--- config.mk ---
export PLATFORM = sky130hd
export DESIGN_NAME = dma_chan_ctl
export DESIGN_NICKNAME = d
export VERILOG_FILES = /design/src/rtl/dma_chan_pkg.sv /design/src/rtl/dma_req_detect.sv /design/src/rtl/dma_tcount.sv /design/src/rtl/dma_xfer_seq.sv /design/src/rtl/dma_chan_ctl.sv
export SDC_FILE = /design/constraint.sdc
export NUM_CORES = 1
export LEC_CHECK = 0
export ABC_CLOCK_PERIOD_IN_PS = 2000
export CORE_ASPECT_RATIO = 1.2
export CORE_UTILIZATION = 45
export DETAILED_ROUTE_END_ITERATION = 7
export PLACE_DENSITY = 0.89
export SLEW_MARGIN = 20
export SYNTH_ARGS = -nofsm -noshare
export SYNTH_HDL_FRONTEND = slang
export SYNTH_SLANG_ARGS = --single-unit
--- constraint.sdc ---
create_clock -name clk -period 2 [get_ports clk]
set_input_delay 0.4 -clock clk [delete_from_list [all_inputs] [get_ports clk]]
set_output_delay 0.4 -clock clk [all_outputs]
set_load 0.01 [all_outputs]
--- src/rtl/dma_chan_pkg.sv ---
`timescale 1ns/1ps
package dma_chan_pkg;

   localparam int CTL_W = 9;

   typedef enum logic [1:0] {
      SZ_BYTE = 2'b00,
      SZ_WORD = 2'b01,
      SZ_LONG = 2'b10,
      SZ_LINE = 2'b11
   } size_e;

   localparam logic [1:0] SRC_PIN    = 2'b00;
   localparam logic [1:0] SRC_PERIPH = 2'b01;

   typedef struct packed {
      logic [1:0] src;
      logic       edge_sel;
      logic       burst;
      logic [1:0] size;
      logic       ie;
      logic       te;
      logic       en;
   } ctl_t;

   typedef enum logic [1:0] {
      ST_IDLE = 2'b00,
      ST_REQ  = 2'b01,
      ST_XFER = 2'b10
   } seq_st_e;

endpackage

--- src/rtl/dma_req_detect.sv ---
`timescale 1ns/1ps
module dma_req_detect
   import dma_chan_pkg::*;
#(
   parameter int SYNC_STAGES = 2,
   parameter bit HAS_EDGE    = 1'b1
)(
   input  logic       clk,
   input  logic       rst_n,
   input  logic [1:0] src,
   input  logic       edge_sel,
   input  logic       ext_req_n,
   input  logic       periph_req_n,
   input  logic       unit_start,
   output logic       pending
);

   generate
      if (SYNC_STAGES < 2) begin : g_bad_sync
         $error("dma_req_detect: SYNC_STAGES must be at least 2");
      end
   endgenerate

   logic                   pin_n;
   logic [SYNC_STAGES-1:0] sync_q;
   logic                   prev_q;
   logic                   synced_n;
   logic                   fall;
   logic                   use_edge;
   logic                   latch_q;
   logic                   is_auto;

   assign is_auto  = src[1];
   assign pin_n    = (src == SRC_PERIPH) ? periph_req_n : ext_req_n;
   assign synced_n = sync_q[SYNC_STAGES-1];
   assign fall     = prev_q & ~synced_n;

   generate
      if (HAS_EDGE) begin : g_sel
         assign use_edge = (src == SRC_PERIPH) | edge_sel;
      end else begin : g_fixed
         assign use_edge = (src == SRC_PERIPH);
      end
   endgenerate

   always_ff @(posedge clk or negedge rst_n) begin
      if (!rst_n) begin
         sync_q <= '1;
         prev_q <= 1'b1;
      end else begin
         sync_q <= {sync_q[SYNC_STAGES-2:0], pin_n};
         prev_q <= synced_n;
      end
   end

   always_ff @(posedge clk or negedge rst_n) begin
      if (!rst_n)                 latch_q <= 1'b0;
      else if (!use_edge)         latch_q <= 1'b0;
      else if (fall)              latch_q <= 1'b1;
      else if (unit_start)        latch_q <= 1'b0;
   end

   always_comb begin
      if (is_auto)       pending = 1'b1;
      else if (use_edge) pending = latch_q;
      else               pending = ~synced_n;
   end

endmodule

--- src/rtl/dma_tcount.sv ---
`timescale 1ns/1ps
module dma_tcount #(
   parameter int CNT_W = 16
)(
   input  logic             clk,
   input  logic             rst_n,
   input  logic             cnt_we,
   input  logic [CNT_W-1:0] cnt_wdata,
   input  logic             dec,
   input  logic             te_clr,
   output logic [CNT_W-1:0] cnt,
   output logic             cnt_last,
   output logic             cnt_zero,
   output logic             te
);

   generate
      if (CNT_W < 2) begin : g_bad_cnt
         $error("dma_tcount: CNT_W must be at least 2");
      end
   endgenerate

   localparam logic [CNT_W-1:0] ONE = CNT_W'(1);

   assign cnt_last = (cnt == ONE);
   assign cnt_zero = (cnt == '0);

   always_ff @(posedge clk or negedge rst_n) begin
      if (!rst_n)      cnt <= '0;
      else if (cnt_we) cnt <= cnt_wdata;
      else if (dec)    cnt <= cnt - ONE;
   end

   // terminal set has priority over a software clear in the same cycle
   always_ff @(posedge clk or negedge rst_n) begin
      if (!rst_n)               te <= 1'b0;
      else if (dec && cnt_last) te <= 1'b1;
      else if (te_clr)          te <= 1'b0;
   end

endmodule

--- src/rtl/dma_xfer_seq.sv ---
`timescale 1ns/1ps
module dma_xfer_seq
   import dma_chan_pkg::*;
#(
   parameter int LINE_BEATS = 4
)(
   input  logic       clk,
   input  logic       rst_n,
   input  logic       start_ok,
   input  logic       en,
   input  logic       burst,
   input  logic [1:0] size,
   input  logic       cnt_last,
   input  logic       bus_grant,
   input  logic       bus_done,
   output logic       bus_req,
   output logic       unit_start,
   output logic       unit_end,
   output logic [1:0] cyc_size
);

   generate
      if (LINE_BEATS < 2) begin : g_bad_beats
         $error("dma_xfer_seq: LINE_BEATS must be at least 2");
      end
   endgenerate

   localparam int BW = $clog2(LINE_BEATS);
   localparam logic [BW-1:0] BEAT_MAX = BW'(LINE_BEATS - 1);

   seq_st_e        st_q;
   logic [BW-1:0]  beat_q;
   logic           is_line;
   logic           beat_last;

   assign is_line    = (size == SZ_LINE);
   assign beat_last  = !is_line || (beat_q == BEAT_MAX);
   assign unit_start = (st_q == ST_IDLE) && start_ok;
   assign unit_end   = (st_q == ST_XFER) && bus_done && beat_last;
   assign bus_req    = (st_q != ST_IDLE);
   assign cyc_size   = is_line ? SZ_LONG : size;

   always_ff @(posedge clk or negedge rst_n) begin
      if (!rst_n) begin
         st_q   <= ST_IDLE;
         beat_q <= '0;
      end else begin
         case (st_q)
            ST_IDLE: begin
               beat_q <= '0;
               if (start_ok) st_q <= ST_REQ;
            end
            ST_REQ: begin
               if (bus_grant) st_q <= ST_XFER;
            end
            ST_XFER: begin
               if (bus_done) begin
                  if (beat_last) begin
                     beat_q <= '0;
                     if (!(burst && en && !cnt_last)) st_q <= ST_IDLE;
                  end else begin
                     beat_q <= beat_q + 1'b1;
                  end
               end
            end
            default: st_q <= ST_IDLE;
         endcase
      end
   end

endmodule

--- src/rtl/dma_chan_ctl.sv ---
`timescale 1ns/1ps
module dma_chan_ctl
   import dma_chan_pkg::*;
#(
   parameter int CHAN_ID        = 0,
   parameter int NUM_EDGE_CHANS = 2,
   parameter int CNT_W          = 16,
   parameter int SYNC_STAGES    = 2,
   parameter int LINE_BEATS     = 4
)(
   input  logic             clk,
   input  logic             rst_n,
   input  logic             ctl_we,
   input  logic [CTL_W-1:0] ctl_wdata,
   output logic [CTL_W-1:0] ctl_rdata,
   input  logic             cnt_we,
   input  logic [CNT_W-1:0] cnt_wdata,
   output logic [CNT_W-1:0] cnt_rdata,
   input  logic             ext_req_n,
   input  logic             periph_req_n,
   output logic             bus_req,
   input  logic             bus_grant,
   input  logic             bus_done,
   output logic [1:0]       cyc_size,
   output logic             irq
);

   generate
      if (CHAN_ID < 0 || NUM_EDGE_CHANS < 0) begin : g_bad_id
         $error("dma_chan_ctl: channel index parameters must be non-negative");
      end
   endgenerate

   localparam bit HAS_EDGE = (CHAN_ID < NUM_EDGE_CHANS);

   ctl_t       wr;
   ctl_t       rd;
   logic       en_q, ie_q, burst_q, edge_q;
   logic [1:0] size_q, src_q;
   logic       te, cnt_last, cnt_zero;
   logic       pending, start_ok, unit_start, unit_end;

   assign wr = ctl_t'(ctl_wdata);

   always_ff @(posedge clk or negedge rst_n) begin
      if (!rst_n) begin
         en_q    <= 1'b0;
         ie_q    <= 1'b0;
         burst_q <= 1'b0;
         size_q  <= SZ_BYTE;
         src_q   <= SRC_PIN;
      end else if (ctl_we) begin
         en_q    <= wr.en;
         ie_q    <= wr.ie;
         burst_q <= wr.burst;
         size_q  <= wr.size;
         src_q   <= wr.src;
      end
   end

   generate
      if (HAS_EDGE) begin : g_edge_bit
         always_ff @(posedge clk or negedge rst_n) begin
            if (!rst_n)      edge_q <= 1'b0;
            else if (ctl_we) edge_q <= wr.edge_sel;
         end
      end else begin : g_no_edge_bit
         assign edge_q = 1'b0;
      end
   endgenerate

   dma_req_detect #(
      .SYNC_STAGES (SYNC_STAGES),
      .HAS_EDGE    (HAS_EDGE)
   ) u_detect (
      .clk          (clk),
      .rst_n        (rst_n),
      .src          (src_q),
      .edge_sel     (edge_q),
      .ext_req_n    (ext_req_n),
      .periph_req_n (periph_req_n),
      .unit_start   (unit_start),
      .pending      (pending)
   );

   dma_tcount #(
      .CNT_W (CNT_W)
   ) u_count (
      .clk       (clk),
      .rst_n     (rst_n),
      .cnt_we    (cnt_we),
      .cnt_wdata (cnt_wdata),
      .dec       (unit_end),
      .te_clr    (ctl_we && !wr.te),
      .cnt       (cnt_rdata),
      .cnt_last  (cnt_last),
      .cnt_zero  (cnt_zero),
      .te        (te)
   );

   assign start_ok = en_q && !te && !cnt_zero && pending;

   dma_xfer_seq #(
      .LINE_BEATS (LINE_BEATS)
   ) u_seq (
      .clk        (clk),
      .rst_n      (rst_n),
      .start_ok   (start_ok),
      .en         (en_q),
      .burst      (burst_q),
      .size       (size_q),
      .cnt_last   (cnt_last),
      .bus_grant  (bus_grant),
      .bus_done   (bus_done),
      .bus_req    (bus_req),
      .unit_start (unit_start),
      .unit_end   (unit_end),
      .cyc_size   (cyc_size)
   );

   always_comb begin
      rd          = '0;
      rd.en       = en_q;
      rd.te       = te;
      rd.ie       = ie_q;
      rd.size     = size_q;
      rd.burst    = burst_q;
      rd.edge_sel = edge_q;
      rd.src      = src_q;
   end

   assign ctl_rdata = rd;
   assign irq       = ie_q && te;

endmodule

# Yosys cells after proc, flatten, opt, wreduce, memory -nomap -nowiden

Index checks and enable logic that the tools add are counted.

Register bits: 33
Input bits: 33
Output and inout port bits: 29
Logic and storage cells: 75

Add/subtract/negate cells: 2
Equal/unequal tests: 12
Multiplexer cells: 20
Bitwise logic cells: 3
Reductions and logical operators: 25

Operator list:

| kind                    | count |
|---|---|
| $mux W16                | 2 |
| $eq A16 B1 Y1 const B   | 1 |
| $logic_not A16 Y1       | 1 |
| $mux W2                 | 8 |
| $sub A16 B1 Y16 const B | 1 |
| $logic_and A1 B1 Y1     | 11 |
| $mux W1                 | 8 |
| $reduce_bool A2 Y1      | 4 |
| $eq A2 B2 Y1 const B    | 3 |
| $ne A2 B2 Y1 const B    | 3 |
| $pmux W2 S3             | 1 |
| $logic_not A1 Y1        | 5 |
| $reduce_and A5 Y1       | 1 |
| $eq A2 B1 Y1 const B    | 2 |
| $ne A2 B1 Y1 const B    | 2 |
| $pmux W2 S2             | 1 |
| $ne A3 B1 Y1 const B    | 1 |
| $add A2 B1 Y2 const B   | 1 |
| $logic_not A2 Y1        | 1 |
| $reduce_and A2 Y1       | 1 |
| $and A1 B1 Y1           | 1 |
| $logic_or A1 B1 Y1      | 1 |
| $not A1 Y1              | 1 |
| $or A1 B1 Y1            | 1 |

# Longest topological paths before layout

Depth after elaboration: 9
Mapped depth: 6
Gate-level depth less buffers: 5

# Hierarchy

From an unflattened synthesis, not the netlist that was laid out.

Cells, all modules: 173
Area total of the unflattened synthesis: 1786.7 µm²

By module, submodules not included:

| module         | instances | cells an instance | area an instance (µm²) | sequential area each (µm²) |
|---|---|---|---|---|
| dma_tcount     | 1         | 108               | 978.4                  | 425.4 |
| dma_chan_ctl   | 1         | 25                | 391.6                  | 200.2 |
| dma_xfer_seq   | 1         | 28                | 245.2                  | 100.1 |
| dma_req_detect | 1         | 12                | 171.4                  | 103.8 |

# Least setup slack after synthesis

Ideal clock, no wire load.

Kind: flip-flop to flip-flop
From: reg u_count.cnt[5]
To: reg u_count.cnt[14]
Setup time: 82 ps
Arrival time: 1676 ps
Required time: 1918 ps
Slack: 242 ps
Stages on the path, launching flop included: 5
Buffers on the path: 0
Period minus slack after synthesis: 1758 ps
Cell sequence: dfrtp_1 > nor4_4 > nand4_2 > or4_1 > a31oi_1

Word-level cells in the longest chain between the ends: 3

Ends and longest elaborated chain:

| what                     | RTL line         | RTL |
|---|---|---|
| start: declaration       | dma_tcount.sv:11 | `output logic [CNT_W-1:0] cnt,` |
| start signal: assignment | dma_tcount.sv:30 | `else if (cnt_we) cnt <= cnt_wdata;` |
| start signal: assignment | dma_tcount.sv:31 | `else if (dec) cnt <= cnt - ONE;` |
| $sub A16 B1 Y16          | dma_tcount.sv:31 |  |
| $mux W16                 | dma_tcount.sv:31 |  |
| $mux W16                 | dma_tcount.sv:30 |  |

No other way between the ends. The select of a mux whose other input is x is not followed.
A chain may end at the register's enable or synchronous reset.

# Final worst setup path

From: reg u_seq.st_q[1]
To: out bus_req

Word-level cells in the longest chain between the ends: 1

Ends and longest elaborated chain:

| what                     | RTL line           | RTL |
|---|---|---|
| start: declaration       | dma_xfer_seq.sv:31 | `seq_st_e st_q;` |
| start signal: assignment | dma_xfer_seq.sv:45 | `st_q <= ST_IDLE;` |
| start signal: assignment | dma_xfer_seq.sv:51 | `if (start_ok) st_q <= ST_REQ;` |
| start signal: assignment | dma_xfer_seq.sv:54 | `if (bus_grant) st_q <= ST_XFER;` |
| $reduce_bool A2 Y1       | dma_xfer_seq.sv:40 | `assign bus_req = (st_q != ST_IDLE);` |
| end: declaration         | dma_chan_ctl.sv:21 | `output logic bus_req,` |

No other way between the ends.

==> results by group <==
Synth
  – Synth async-reset ratio: 100%
  – Number of synthesized register bits: 33
  – Synth unique cells: 45
  – Post-synth top area share: 42.3%
  – Main flop type after synthesis: dfrtp_1
  – Seq/Total Area, Yosys: 46.8%
  – EDFF count, synth: 0
  – YS warnings: 0
  – Largest area contributor in the synthesized netlist: dfrtp_1
  – Gate count of the mapped netlist: 179
  – Top-count cell post-synth: dfrtp_1
  – Syn_nets: 216
  – Synth top area cells: dfrtp_1, mux2_2, dfstp_2
  – Mean Syn Cell Area: 9.90 µm²
  – Synth Cell Area: 0.00177 mm²
  – Most frequent cells after synthesis: dfrtp_1, nand2_1, nor2_1

Power and ir drop
  – Lkg Pwr: 1.02 nW
  – Max VDD drop: 0.000460 V
  – Sw power: 0.586 mW
  – Pwr Density: 802 mW/mm²
  – Net Sw Frac: 28.6%
  – Final Power: 2.05 mW
  – Comb power frac: 26.4%
  – Internal cell power: 1.47 mW
  – Sequential Power Share: 41.6%
  – Clock share of power: 32.1%

Routing
  – WL/cell: 13.9 µm
  – DR pass1 iterations: 4
  – DRC violations left: 0
  – Via count: 1595
  – Vias/cell: 5.39
  – Antenna Nets Post-Route: 0
  – Final wirelength: 4.12 mm
  – Detailed Route Iter0 Violations: 46

Critical path
  – Worst Path Max Fanout: 8
  – Worst setup EP type: primary output
  – Worst Path Required: 1600 ps
  – Worst setup path category: reg -> out
  – Critical Path Source Type: register
  – Worst EP arrival: 1520 ps

Timing
  – Slew Viols, Final: 0
  – Fin crit share: 95.9%
  – FMAX: 522 MHz
  – Final Hold Vio Count: 0
  – Min Tclk post-route: 1920 ps
  – RSZ-0062 raised after global routing: no
  – Worst Tran Pin Value: 429 ps
  – Final setup violation count: 0
  – Hold Slack: 366 ps
  – Final Skew: 4.77 ps
  – Worst slew margin: 71.2%
  – Final critical-path setup slack: 82.5 ps

Global routing
  – First-pass GRT wire length: 7.02 mm
  – Number of global-route vias before repair: 1610
  – Antenna violations before repair: 0
  – Grt total ovfl: 0
  – Total GRT Usage: 22.2%
  – Largest net degree at the start of global routing: 34

Layout
  – # diodes: 0
  – Final Cell Area: 0.00256 mm²
  – Layout cells sized above 1: 12.7%
  – Final core utilization: 69.3%
  – Final net count: 280
  – Area grow syn2layout: 44.4%

Placed design
  – Pre-CTS WS: -10.4 ps
  – IO Port Bufs: 61
  – Gp weighted congestion: 0.786
  – Hpwl dp: 3.08 mm
  – Placement Cell Area: 0.00244 mm²

Clock network
  – Clk root buf: clkbuf_8
  – Number of H-tree levels: 2
  – Clk_lat worst skew: 290 ps
  – CTS tree: yes
  – CTS sink cnt: 33
  – Num CTS Buffers: 5
  – Clock transition at path regs: 70 ps
  – CTS Buffer Depth: 2

Floorplan
  – Die H: 70.8 µm
  – Die W: 59.3 µm
  – Core area: 0.00369 mm²
  – DIE AREA: 0.00420 mm²
  – Initial core utilization: 48.0%
  – Num ports: 62
  – Row count: 24

Outcome
  – Status: completed

Worst hold path
  – Min-Delay Path Class: reg -> reg

Run
  – Max cap viols: 0
[layout by cell type (no fill, tap or decap), types with 8 or more instances in the layout]
master / count
clkdlybuf4s50_1: 61
dfrtp_1: 30
nand2_1: 17
nor2_1: 13
inv_1: 8
mux2_2: 8
o21ai_1: 8
or4_1: 8
buf_4: 8
[cell type report]
cell class,count,area (µm²)
flip-flops and latches,33,830
fillers,294,1130
multi-input cells,126,848
clock buffers,7,86.3
clock inverters,1,30.0
repair buffers,69,671
inverters,8,30.0
well taps,52,65.1
[state kept, by name, summed over array words and instances, names as in the netlist]
register / count
burst_q: 1
edge_q: 1
en_q: 1
ie_q: 1
size_q: 2
src_q: 2
u_count.cnt: 16
u_count.te: 1
u_detect.latch_q: 1
u_detect.prev_q: 1
u_detect.sync_q: 2
u_seq.beat_q: 2
u_seq.st_q: 2
[worst paths after layout]
| kind | from | end | slack [ps] | cells past startpoint |
|---|---|---|---|---|
| worst min register to register | u_detect.sync_q[0] | u_detect.sync_q[1] | 370 | 0 |
| max in group asynchronous | rst_n | u_detect.prev_q | 1170 | 2 |
| worst max register to register | u_count.cnt[4] | u_count.cnt[15] | 140 | 4 |
| worst min-delay path | u_detect.sync_q[0] | u_detect.sync_q[1] | 370 | 0 |
| worst max-delay path | u_seq.st_q[1] | bus_req | 80 | 2 |
| min in group asynchronous | rst_n | u_count.cnt[9] | 500 | 2 |
[what timing repair did]
action | 4_1_cts | 5_1_grt
hold buffers | 0 | 0
endpoints found under the setup margin | 0 | 1
buffers inserted | 0 | 0
resized for setup | 0 | 0
[through the flow]
step                cells  TNS, ps
global placement      288        0
CTS                   296        0
detailed placement    288    -15.7
floorplan             179        0
global route          296        0
finish                296        0
[layer usage]
metal | global-route usage, % | share of wire, %
met5 | 0 | 0
met4 | 10.1 | 2.3
met3 | 5.48 | 5.8
met2 | 37.2 | 51
met1 | 26.3 | 41
[kinds of logic after synthesis]
kind of cell	share of synthesized area [%]
buffers and inverters	5.36
AO/OA/AOI/OAI	11.9
multiplexers	6.92
flip-flops	46.8
adder cells (fa/ha/maj)	2.82
XOR/XNOR	2.47
AND/OR/NAND/NOR	23.8
[power by group through the flow]
stage | Sequential (mW) | Clock [mW] | Combinational [mW]
after floorplan | 0.866 | 0 | 0.259
after global placement | 0.862 | 0 | 0.528
after detailed placement | 0.866 | 0 | 0.541
after CTS | 0.853 | 0.661 | 0.546
after global routing | 0.870 | 0.684 | 0.594
final | 0.853 | 0.658 | 0.541
[critical path, stage by stage (launching register included)]
cell	delay [ps]
dfrtp_1	440
or2_2	310
clkdlybuf4s50_1	470
No activity file was read; power rests on OpenSTA's default activity.
